File: config.mk
export PLATFORM = sky130hd
export DESIGN_NAME = osd_cmd_decoder
export DESIGN_NICKNAME = d
export VERILOG_FILES = /design/src/rtl/osd_pkg.sv /design/src/rtl/osd_ser_rx.sv /design/src/rtl/osd_cmd_fsm.sv /design/src/rtl/osd_erase_seq.sv /design/src/rtl/osd_cmd_decoder.sv
export SDC_FILE = /design/constraint.sdc
export NUM_CORES = 1
export LEC_CHECK = 0
export ABC_AREA = 0
export BUFFER_PORTS_ARGS = -buffer_cell sky130_fd_sc_hd__clkbuf_2
export CORE_ASPECT_RATIO = 1.1
export CORE_MARGIN = 1
export CORE_UTILIZATION = 40
export CTS_BUF_LIST = sky130_fd_sc_hd__clkbuf_8
export DETAILED_ROUTE_END_ITERATION = 10
export GPL_ROUTABILITY_DRIVEN = 0
export HOLD_SLACK_MARGIN = 0.08
export PLACE_DENSITY = 0.62
export SYNTH_ARGS = -nofsm -noshare
export SYNTH_HDL_FRONTEND = slang
export SYNTH_HIERARCHICAL = 1
export SYNTH_SLANG_ARGS = --single-unit
File: constraint.sdc
create_clock -name clk -period 2.1 [get_ports clk]
set_clock_uncertainty 0.1 [all_clocks]
set_input_delay 0.315 -clock clk [delete_from_list [all_inputs] [get_ports clk]]
set_output_delay 0.315 -clock clk [all_outputs]
set_load 0.02 [all_outputs]
File: src/rtl/osd_pkg.sv
// Package: shared constants and types for the serial command decoder.
// Assumes the fixed 8-bit word format; grid size defaults live here.
package osd_pkg;
    localparam int WORD_W   = 8;
    localparam int ROW_W    = 4;
    localparam int COL_W    = 5;
    localparam int CHAR_W   = 7;
    localparam int POS_W    = 6;
    localparam int CODE_W   = 3;
    localparam int DEF_ROWS = 10;
    localparam int DEF_COLS = 24;

    localparam logic [CODE_W-1:0] CMD_ADDR = 3'd0;
    localparam logic [CODE_W-1:0] CMD_CHAR = 3'd1;
    localparam logic [CODE_W-1:0] CMD_VERT = 3'd2;
    localparam logic [CODE_W-1:0] CMD_HORZ = 3'd3;
    localparam logic [CODE_W-1:0] CMD_DISP = 3'd4;
    localparam logic [CODE_W-1:0] CMD_SYNC = 3'd5;

    localparam logic [CHAR_W-1:0] BLANK_CHAR = 7'h3F;

    typedef struct packed {
        logic [POS_W-1:0] pos;
        logic [1:0]       size;
    } axis_cfg_t;
endpackage

File: src/rtl/osd_ser_rx.sv
// Serial receiver: synchronizes the three serial lines to clk, detects
// rising serial-clock edges while chip select is low and frames 8-bit words.
// Assumes the serial clock is much slower than clk (several clk per half period).
module osd_ser_rx
    import osd_pkg::*;
#(
    parameter int SYNC_STAGES = 2
) (
    input  logic              clk,
    input  logic              rst_n,
    input  logic              ser_clk,
    input  logic              ser_dat,
    input  logic              ser_csn,
    output logic              word_vld,
    output logic [WORD_W-1:0] word,
    output logic              cs_rise
);
    localparam int CNT_W = $clog2(WORD_W);
    localparam logic [CNT_W-1:0] LAST_BIT = CNT_W'(WORD_W - 1);

    logic [SYNC_STAGES-1:0] sclk_p, dat_p, csn_p;
    logic sclk_s, dat_s, csn_s, sclk_q, csn_q, sclk_rise;
    logic [CNT_W-1:0]  bit_cnt;
    logic [WORD_W-1:0] shreg;

    // Synchronizer chains; chip select resets to inactive
    generate
        if (SYNC_STAGES == 1) begin : g_sync1
            always_ff @(posedge clk) begin
                if (!rst_n) begin
                    sclk_p <= '0; dat_p <= '0; csn_p <= '1;
                end else begin
                    sclk_p <= ser_clk; dat_p <= ser_dat; csn_p <= ser_csn;
                end
            end
        end else begin : g_syncn
            always_ff @(posedge clk) begin
                if (!rst_n) begin
                    sclk_p <= '0; dat_p <= '0; csn_p <= '1;
                end else begin
                    sclk_p <= {sclk_p[SYNC_STAGES-2:0], ser_clk};
                    dat_p  <= {dat_p[SYNC_STAGES-2:0], ser_dat};
                    csn_p  <= {csn_p[SYNC_STAGES-2:0], ser_csn};
                end
            end
        end
    endgenerate

    assign sclk_s = sclk_p[SYNC_STAGES-1];
    assign dat_s  = dat_p[SYNC_STAGES-1];
    assign csn_s  = csn_p[SYNC_STAGES-1];

    // Previous-value flops for edge detection
    always_ff @(posedge clk) begin
        if (!rst_n) begin
            sclk_q <= 1'b0;
            csn_q  <= 1'b1;
        end else begin
            sclk_q <= sclk_s;
            csn_q  <= csn_s;
        end
    end

    assign sclk_rise = sclk_s & ~sclk_q;
    assign cs_rise   = csn_s & ~csn_q;

    // Shift and frame: counter restarts whenever chip select is high
    always_ff @(posedge clk) begin
        if (!rst_n) begin
            bit_cnt  <= '0;
            shreg    <= '0;
            word     <= '0;
            word_vld <= 1'b0;
        end else begin
            word_vld <= 1'b0;
            if (csn_s) begin
                bit_cnt <= '0;
            end else if (sclk_rise) begin
                shreg   <= {shreg[WORD_W-2:0], dat_s};
                bit_cnt <= bit_cnt + 1'b1;
                if (bit_cnt == LAST_BIT) begin
                    word     <= {shreg[WORD_W-2:0], dat_s};
                    word_vld <= 1'b1;
                end
            end
        end
    end
endmodule

File: src/rtl/osd_cmd_fsm.sv
// Command interpreter: holds the sticky command code and the character-write
// lock, updates the configuration registers, tracks the write cell and issues
// registered character writes. Assumes at most one word per clock.
module osd_cmd_fsm
    import osd_pkg::*;
#(
    parameter int ROWS = DEF_ROWS,
    parameter int COLS = DEF_COLS
) (
    input  logic              clk,
    input  logic              rst_n,
    input  logic              word_vld,
    input  logic [WORD_W-1:0] word,
    input  logic              cs_rise,
    output logic [CODE_W-1:0] cur_cmd,
    output logic              locked,
    output logic              sys_hold,
    output axis_cfg_t         vcfg,
    output axis_cfg_t         hcfg,
    output logic [6:0]        disp_ctrl,
    output logic [2:0]        sync_ctrl,
    output logic              erase_req,
    output logic              ser_we,
    output logic [ROW_W-1:0]  ser_row,
    output logic [COL_W-1:0]  ser_col,
    output logic [CHAR_W-1:0] ser_wdata
);
    localparam logic [ROW_W-1:0] LAST_ROW = ROW_W'(ROWS - 1);
    localparam logic [COL_W-1:0] LAST_COL = COL_W'(COLS - 1);

    logic [CODE_W-1:0] code;
    logic live, is_first, is_data, rst_hit, char_ok, clear_cfg;
    logic [ROW_W-1:0] row;
    logic [COL_W-1:0] col;

    // Classify the incoming word
    always_comb begin
        code      = word[6:4];
        live      = word_vld && !sys_hold;
        is_first  = live && !locked && word[WORD_W-1];
        is_data   = live && (locked || !word[WORD_W-1]);
        rst_hit   = is_first && (code == CMD_DISP) && word[0];
        erase_req = is_first && (code == CMD_DISP) && word[2] && !word[0];
        char_ok   = is_data && (cur_cmd == CMD_CHAR) && (row <= LAST_ROW) && (col <= LAST_COL);
        clear_cfg = rst_hit || sys_hold;
    end

    // Sticky command code and lock; chip-select rise returns to address mode
    always_ff @(posedge clk) begin
        if (!rst_n || cs_rise) begin
            cur_cmd <= CMD_ADDR;
            locked  <= 1'b0;
        end else if (is_first) begin
            cur_cmd <= code;
            locked  <= (code == CMD_CHAR);
        end
    end

    // Register-reset hold, released by chip-select rise
    always_ff @(posedge clk) begin
        if (!rst_n || cs_rise) sys_hold <= 1'b0;
        else if (rst_hit)      sys_hold <= 1'b1;
    end

    // Configuration registers
    always_ff @(posedge clk) begin
        if (!rst_n || clear_cfg) begin
            vcfg      <= '0;
            hcfg      <= '0;
            disp_ctrl <= '0;
            sync_ctrl <= '0;
        end else if (is_first) begin
            case (code)
                CMD_VERT: vcfg.size <= {word[2], word[0]};
                CMD_HORZ: hcfg.size <= {word[2], word[0]};
                CMD_SYNC: sync_ctrl <= word[2:0];
                default: ;
            endcase
        end else if (is_data) begin
            case (cur_cmd)
                CMD_VERT: vcfg.pos  <= word[POS_W-1:0];
                CMD_HORZ: hcfg.pos  <= word[POS_W-1:0];
                CMD_DISP: disp_ctrl <= word[6:0];
                default: ;
            endcase
        end
    end

    // Write cell tracking with auto-advance and wrap
    always_ff @(posedge clk) begin
        if (!rst_n || clear_cfg) begin
            row <= '0;
            col <= '0;
        end else if (is_first && code == CMD_ADDR) begin
            row <= word[ROW_W-1:0];
        end else if (is_data && cur_cmd == CMD_ADDR) begin
            col <= word[COL_W-1:0];
        end else if (char_ok) begin
            if (col == LAST_COL) begin
                col <= '0;
                row <= (row == LAST_ROW) ? '0 : row + 1'b1;
            end else begin
                col <= col + 1'b1;
            end
        end
    end

    // Registered character write port
    always_ff @(posedge clk) begin
        if (!rst_n) begin
            ser_we    <= 1'b0;
            ser_row   <= '0;
            ser_col   <= '0;
            ser_wdata <= '0;
        end else begin
            ser_we    <= char_ok;
            ser_row   <= row;
            ser_col   <= col;
            ser_wdata <= {word[WORD_W-1], word[5:0]};
        end
    end
endmodule

File: src/rtl/osd_erase_seq.sv
// Erase sequencer: after a request, walks every cell and writes the blank
// code, one cell per clock, only while the display is off and the serial
// path is not writing. Assumes clr aborts a pending erase.
module osd_erase_seq
    import osd_pkg::*;
#(
    parameter int ROWS = DEF_ROWS,
    parameter int COLS = DEF_COLS
) (
    input  logic              clk,
    input  logic              rst_n,
    input  logic              clr,
    input  logic              erase_req,
    input  logic              disp_on,
    input  logic              stall,
    output logic              er_we,
    output logic [ROW_W-1:0]  er_row,
    output logic [COL_W-1:0]  er_col,
    output logic [CHAR_W-1:0] er_data
);
    localparam logic [ROW_W-1:0] LAST_ROW = ROW_W'(ROWS - 1);
    localparam logic [COL_W-1:0] LAST_COL = COL_W'(COLS - 1);

    logic pend;

    // Write enable when pending and allowed
    assign er_we   = pend && !disp_on && !stall;
    assign er_data = BLANK_CHAR;

    // Pending flag and cell walk
    always_ff @(posedge clk) begin
        if (!rst_n || clr) begin
            pend   <= 1'b0;
            er_row <= '0;
            er_col <= '0;
        end else if (erase_req && !pend) begin
            pend   <= 1'b1;
            er_row <= '0;
            er_col <= '0;
        end else if (er_we) begin
            if (er_col == LAST_COL) begin
                er_col <= '0;
                if (er_row == LAST_ROW) begin
                    er_row <= '0;
                    pend   <= 1'b0;
                end else begin
                    er_row <= er_row + 1'b1;
                end
            end else begin
                er_col <= er_col + 1'b1;
            end
        end
    end
endmodule

File: src/rtl/osd_cmd_decoder.sv
// Top: serial receiver, command interpreter and erase sequencer, with the
// memory write port shared (serial writes win, erase stalls for that clock).
module osd_cmd_decoder
    import osd_pkg::*;
#(
    parameter int ROWS        = DEF_ROWS,
    parameter int COLS        = DEF_COLS,
    parameter int SYNC_STAGES = 2
) (
    input  logic        clk,
    input  logic        rst_n,
    input  logic        ser_clk,
    input  logic        ser_dat,
    input  logic        ser_csn,
    output logic [5:0]  vpos,
    output logic [1:0]  vsize,
    output logic [5:0]  hpos,
    output logic [1:0]  hsize,
    output logic [6:0]  disp_ctrl,
    output logic [2:0]  sync_ctrl,
    output logic        ram_we,
    output logic [3:0]  ram_row,
    output logic [4:0]  ram_col,
    output logic [6:0]  ram_wdata
);
    logic              word_vld, cs_rise, locked, sys_hold, erase_req;
    logic [WORD_W-1:0] word;
    logic [CODE_W-1:0] cur_cmd;
    axis_cfg_t         vcfg, hcfg;
    logic              ser_we, er_we;
    logic [ROW_W-1:0]  ser_row, er_row;
    logic [COL_W-1:0]  ser_col, er_col;
    logic [CHAR_W-1:0] ser_wdata, er_data;

    osd_ser_rx #(.SYNC_STAGES(SYNC_STAGES)) u_rx (
        .clk(clk), .rst_n(rst_n), .ser_clk(ser_clk), .ser_dat(ser_dat),
        .ser_csn(ser_csn), .word_vld(word_vld), .word(word), .cs_rise(cs_rise)
    );

    osd_cmd_fsm #(.ROWS(ROWS), .COLS(COLS)) u_fsm (
        .clk(clk), .rst_n(rst_n), .word_vld(word_vld), .word(word),
        .cs_rise(cs_rise), .cur_cmd(cur_cmd), .locked(locked),
        .sys_hold(sys_hold), .vcfg(vcfg), .hcfg(hcfg),
        .disp_ctrl(disp_ctrl), .sync_ctrl(sync_ctrl), .erase_req(erase_req),
        .ser_we(ser_we), .ser_row(ser_row), .ser_col(ser_col),
        .ser_wdata(ser_wdata)
    );

    osd_erase_seq #(.ROWS(ROWS), .COLS(COLS)) u_erase (
        .clk(clk), .rst_n(rst_n), .clr(sys_hold), .erase_req(erase_req),
        .disp_on(disp_ctrl[0]), .stall(ser_we), .er_we(er_we),
        .er_row(er_row), .er_col(er_col), .er_data(er_data)
    );

    // Field outputs and shared write port
    always_comb begin
        vpos      = vcfg.pos;
        vsize     = vcfg.size;
        hpos      = hcfg.pos;
        hsize     = hcfg.size;
        ram_we    = ser_we | er_we;
        ram_row   = ser_we ? ser_row   : er_row;
        ram_col   = ser_we ? ser_col   : er_col;
        ram_wdata = ser_we ? ser_wdata : er_data;
    end
endmodule

==> summary.txt <==
CTS
  • Clock tree from TritonCTS: yes
  • Maximum number of buffers from clock root to sink: 2
  • Maximum level of the CTS H-tree: 3
  • Number of buffers inserted to repair setup after CTS: 0
  • Clock sinks: 94
  • Post-CTS sizing: 0
  • Hold-fix buffers at CTS: 3
  • CTS buffer count: 9
  • Root buffer selected by CTS: sky130_fd_sc_hd__clkbuf_8
  • CTS clk-pin slew, worst paths: 0.09 ns
  • Clk Latency, worst-skew pair: between 0.3 and 0.4 ns

Timing
  • Final-report max-slew violation count: 0
  • Unrepaired setup endpoints after global routing: false
  • Relative slew slack: 0.635
  • Final cycle utilization of the critical path: 0.927
  • Fin Setup TNS: 0 ns
  • Worst slew pin tran: 0.545 ns
  • Final-report setup violation count: 0
  • Final hold violation count: 0
  • Highest attainable clock frequency: roughly 510 MHz
  • Crit path time final: approximately 2 ns

Synthesis
  • Dominant synthesized flop cell: sky130_fd_sc_hd__dfxtp_1
  • Ys Warns: 6
  • Post-synth ARST share: 0
  • Syn_area_per_cell: between 9 and 10 um^2
  • Flop and latch count out of synthesis: 94
  • Synth Cell Area: 4160 um^2
  • Synthesized instance count: 417
  • Yosys cell types: 60
  • Register area share after synthesis: 0.452
  • Number of enable-type register cells in the synthesized netlist: 0

Placed design
  • Port Buf Inserts: between 40 and 50
  • Placed instance count: approximately 570
  • Detailed Place HPWL: between 5 and 6 mm

Outcome
  • Status: finished clean

Power
  • Power density relative to cell area: roughly 670 nW/um^2
  • VDD IR-drop max: between 0.3 and 0.4 mV
  • Leakage power: 1.97 nW

Global route
  • Global-route wire length before repair: approximately 13 mm
  • Pin count of the biggest net entering global routing: 46
  • Number of antenna violations at the first check in global routing: 0
  • Via count of the first global-routing pass: 2800
  • Global-route usage over all layers: 0.157
  • Total global routing overflow: 0

Detailed routing
  • Routed wire per std cell: 14.0 um
  • Drt pass-1 iters: 4
  • Antenna Violating Nets Remaining: 0
  • DRC viols: 0
  • Total vias in the final route: 3029
  • Detail-routed via count per cell: just over 5
  • Drt first-iter violations: 109
  • Final Routed Wirelength: around 8.3 mm

Cells and area
  • Area growth from synthesis to layout: 12.7%
  • Layout net count: 477
  • Number of antenna cells inserted: 0
  • Non-Filler Instances: 591
  • Fraction of layout instances using a drive strength above 1: 0.246

Worst setup path
  • Gate family responsible for the most delay along the worst path: simple AND/OR/NAND/NOR gates
  • Maximum fanout along the worst path: 6
  • Start-to-end type of the worst setup path: register to register
  • Longest individual stage delay on the worst path: roughly 0.5 ns
  • Critical path buffer and inverter count: 0
  • Cell Chain, Critical Path: nand2b_4 -> or3_1 -> nor3b_4 -> mux2i_1 -> nor2_1
  • Setup slack of the most critical reg-to-reg path: ~0.15 ns
  • Critical path capture point type: register
  • Sort of element at the start of the critical path: register
  • Required time of the worst setup path: about 2.3 ns
  • WP data arrival: 2.09 ns
  • Critical-path top delay cell: sky130_fd_sc_hd__or3_1

Floorplan
  • Die Ht: 109 um
  • Number of placed I/O pins: 48
  • Die outline width: 99.3 um
  • Std cell rows: 38
  • Area enclosed by the die boundary: roughly 11000 um^2
  • Effective utilization at floorplan: 0.417
  • Core footprint: 9980 um^2

Hold path
  • Worst min-delay path category: primary input to register

Flow run
  • Number of maximum-capacitance constraint violations: 0
[power by group]
part           internal [mW]  switching, mW  total (mW)
logic                 0.0335         0.0519      0.0855
registers               1.79        0.00347        1.79
clock network          0.691          0.583        1.27
[sequential cells by signal, summed over array words and instances, names as in the netlist, 5 cells and up]
signal / cells
u_fsm/hcfg: 8
u_fsm/ser_col: 5
u_rx/word: 8
u_fsm/col: 5
u_fsm/disp_ctrl: 7
u_fsm/ser_wdata: 7
u_fsm/vcfg: 8
u_rx/shreg: 7
u_erase/er_col: 5
[layer usage]
| metal | global-route usage | vias up | wire (um) |
|---|---|---|---|
| li1 | - | 1540 | - |
| met1 | 0.199 | 1426 | 3960 |
| met2 | 0.267 | 55 | 3900 |
| met3 | 0.0385 | 8 | 297 |
| met4 | 0.0452 | 0 | 97 |
| met5 | 0 | - | 0 |
[metrics by stage]
| step | util | worst slack (ns) | power, mW | hold WS (ns) | instance area [um^2] |
|---|---|---|---|---|---|
| floorplan | - | 0.312 | 1.90 | 0.286 | 4180 |
| global placement | 0.446 | 0.208 | 1.91 | 0.295 | 4450 |
| detailed placement | 0.446 | 0.164 | 1.92 | 0.304 | 4450 |
| CTS | 0.470 | 0.145 | 3.19 | 0.223 | 4690 |
| global route | 0.470 | 0.0520 | 3.26 | 0.233 | 4690 |
| finish | 0.470 | 0.154 | 3.15 | 0.230 | 4690 |
[worst reg2reg max path, delay by kind of cell (launching register included)]
family,cells,cell delay (ns)
flops,1,0.36
mux,1,0.24
simple gates,4,1.15
[cells by family after synthesis]
kind of cell / synth area share
xor gates and xnor gates: 0.0126
AOI/OAI and AO/OA: 0.0917
other: 0.00180
and+or+nand+nor: 0.241
buffers and inverters: 0.0601
muxes: 0.128
DFF: 0.452
adders and majority gates: 0.0120
[final timing paths]
check | startpoint | to | cells after the start
max | u_fsm/sys_hold$_SDFFE_PP0P_ | u_fsm/vcfg[7]$_SDFFE_PP0P_ | 5
min | rst_n | u_fsm/ser_row[1]$_SDFF_PN0_ | 2
min reg2reg | u_rx/csn_p[0]$_SDFF_PN1_ | u_rx/csn_p[1]$_SDFF_PN1_ | 1
max reg2reg | u_fsm/sys_hold$_SDFFE_PP0P_ | u_fsm/vcfg[7]$_SDFFE_PP0P_ | 5
[placed cells by master (no fill, tap or decap), drive strengths merged, types with 4 or more instances in the layout]
cell type and instances:
a211oi 6, a21oi 10, a31oi 4, and2 21, and3 7, buf 14, clkbuf 57, conb 7
dfxtp 94, ha 4, inv 7, mux2 16, mux2i 32, nand2 28, nand2b 6, nand3 20
nand4b 4, nor2 48, nor2b 7, nor3 5, o21ai 24, or4 5, xnor2 6
[synthesized netlist by cell type (2+ instances only)]
master	n	share of area
sky130_fd_sc_hd__mux2_2	7	0.019
sky130_fd_sc_hd__and4b_1	2	0.0048
sky130_fd_sc_hd__and2_1	21	0.032
sky130_fd_sc_hd__clkbuf_1	8	0.0072
sky130_fd_sc_hd__o21ai_1	7	0.0084
sky130_fd_sc_hd__and4bb_2	2	0.0060
sky130_fd_sc_hd__ha_1	4	0.012
sky130_fd_sc_hd__inv_1	5	0.0045
sky130_fd_sc_hd__nand4bb_1	3	0.0081
sky130_fd_sc_hd__o21ai_2	8	0.017
sky130_fd_sc_hd__nor3_1	5	0.0060
sky130_fd_sc_hd__mux2i_1	32	0.077
sky130_fd_sc_hd__a31oi_1	4	0.0060
sky130_fd_sc_hd__nand3_2	2	0.0048
sky130_fd_sc_hd__and3_1	7	0.011
sky130_fd_sc_hd__nand3_1	18	0.022
sky130_fd_sc_hd__nand4b_1	4	0.0084
sky130_fd_sc_hd__buf_12	2	0.0096
sky130_fd_sc_hd__o21ai_0	9	0.011
sky130_fd_sc_hd__nor2b_2	2	0.0042
sky130_fd_sc_hd__a211oi_1	4	0.0072
sky130_fd_sc_hd__mux2_4	9	0.032
sky130_fd_sc_hd__xnor2_1	6	0.013
sky130_fd_sc_hd__nand4_1	2	0.0030
sky130_fd_sc_hd__clkbuf_8	2	0.0066
sky130_fd_sc_hd__buf_2	5	0.0060
sky130_fd_sc_hd__nor2b_1	5	0.0075
sky130_fd_sc_hd__dfxtp_1	94	0.45
sky130_fd_sc_hd__or4_1	5	0.0090
sky130_fd_sc_hd__nor4_1	2	0.0030
sky130_fd_sc_hd__a211oi_2	2	0.0060
sky130_fd_sc_hd__nor3b_4	2	0.0090
sky130_fd_sc_hd__or3_1	2	0.0030
sky130_fd_sc_hd__nand2b_1	5	0.0075
sky130_fd_sc_hd__nand3b_1	2	0.0036
sky130_fd_sc_hd__buf_6	5	0.014
sky130_fd_sc_hd__a21oi_1	9	0.011
sky130_fd_sc_hd__buf_4	7	0.013
sky130_fd_sc_hd__conb_1	2	0.0018
sky130_fd_sc_hd__nor2_1	48	0.043
sky130_fd_sc_hd__nand2_1	28	0.025
[cell type report]
type / count / area (um^2)
Inverter: 5 / 18.8
Clock inverter: 4 / 72.6
Sequential cell: 94 / 1880
Multi-Input combinational cell: 294 / 2050
Timing Repair Buffer: 64 / 383
Fill cell: 1001 / 5290
Clock buffer: 10 / 138
Tap cell: 120 / 150
(Power assumes the default switching activity.)
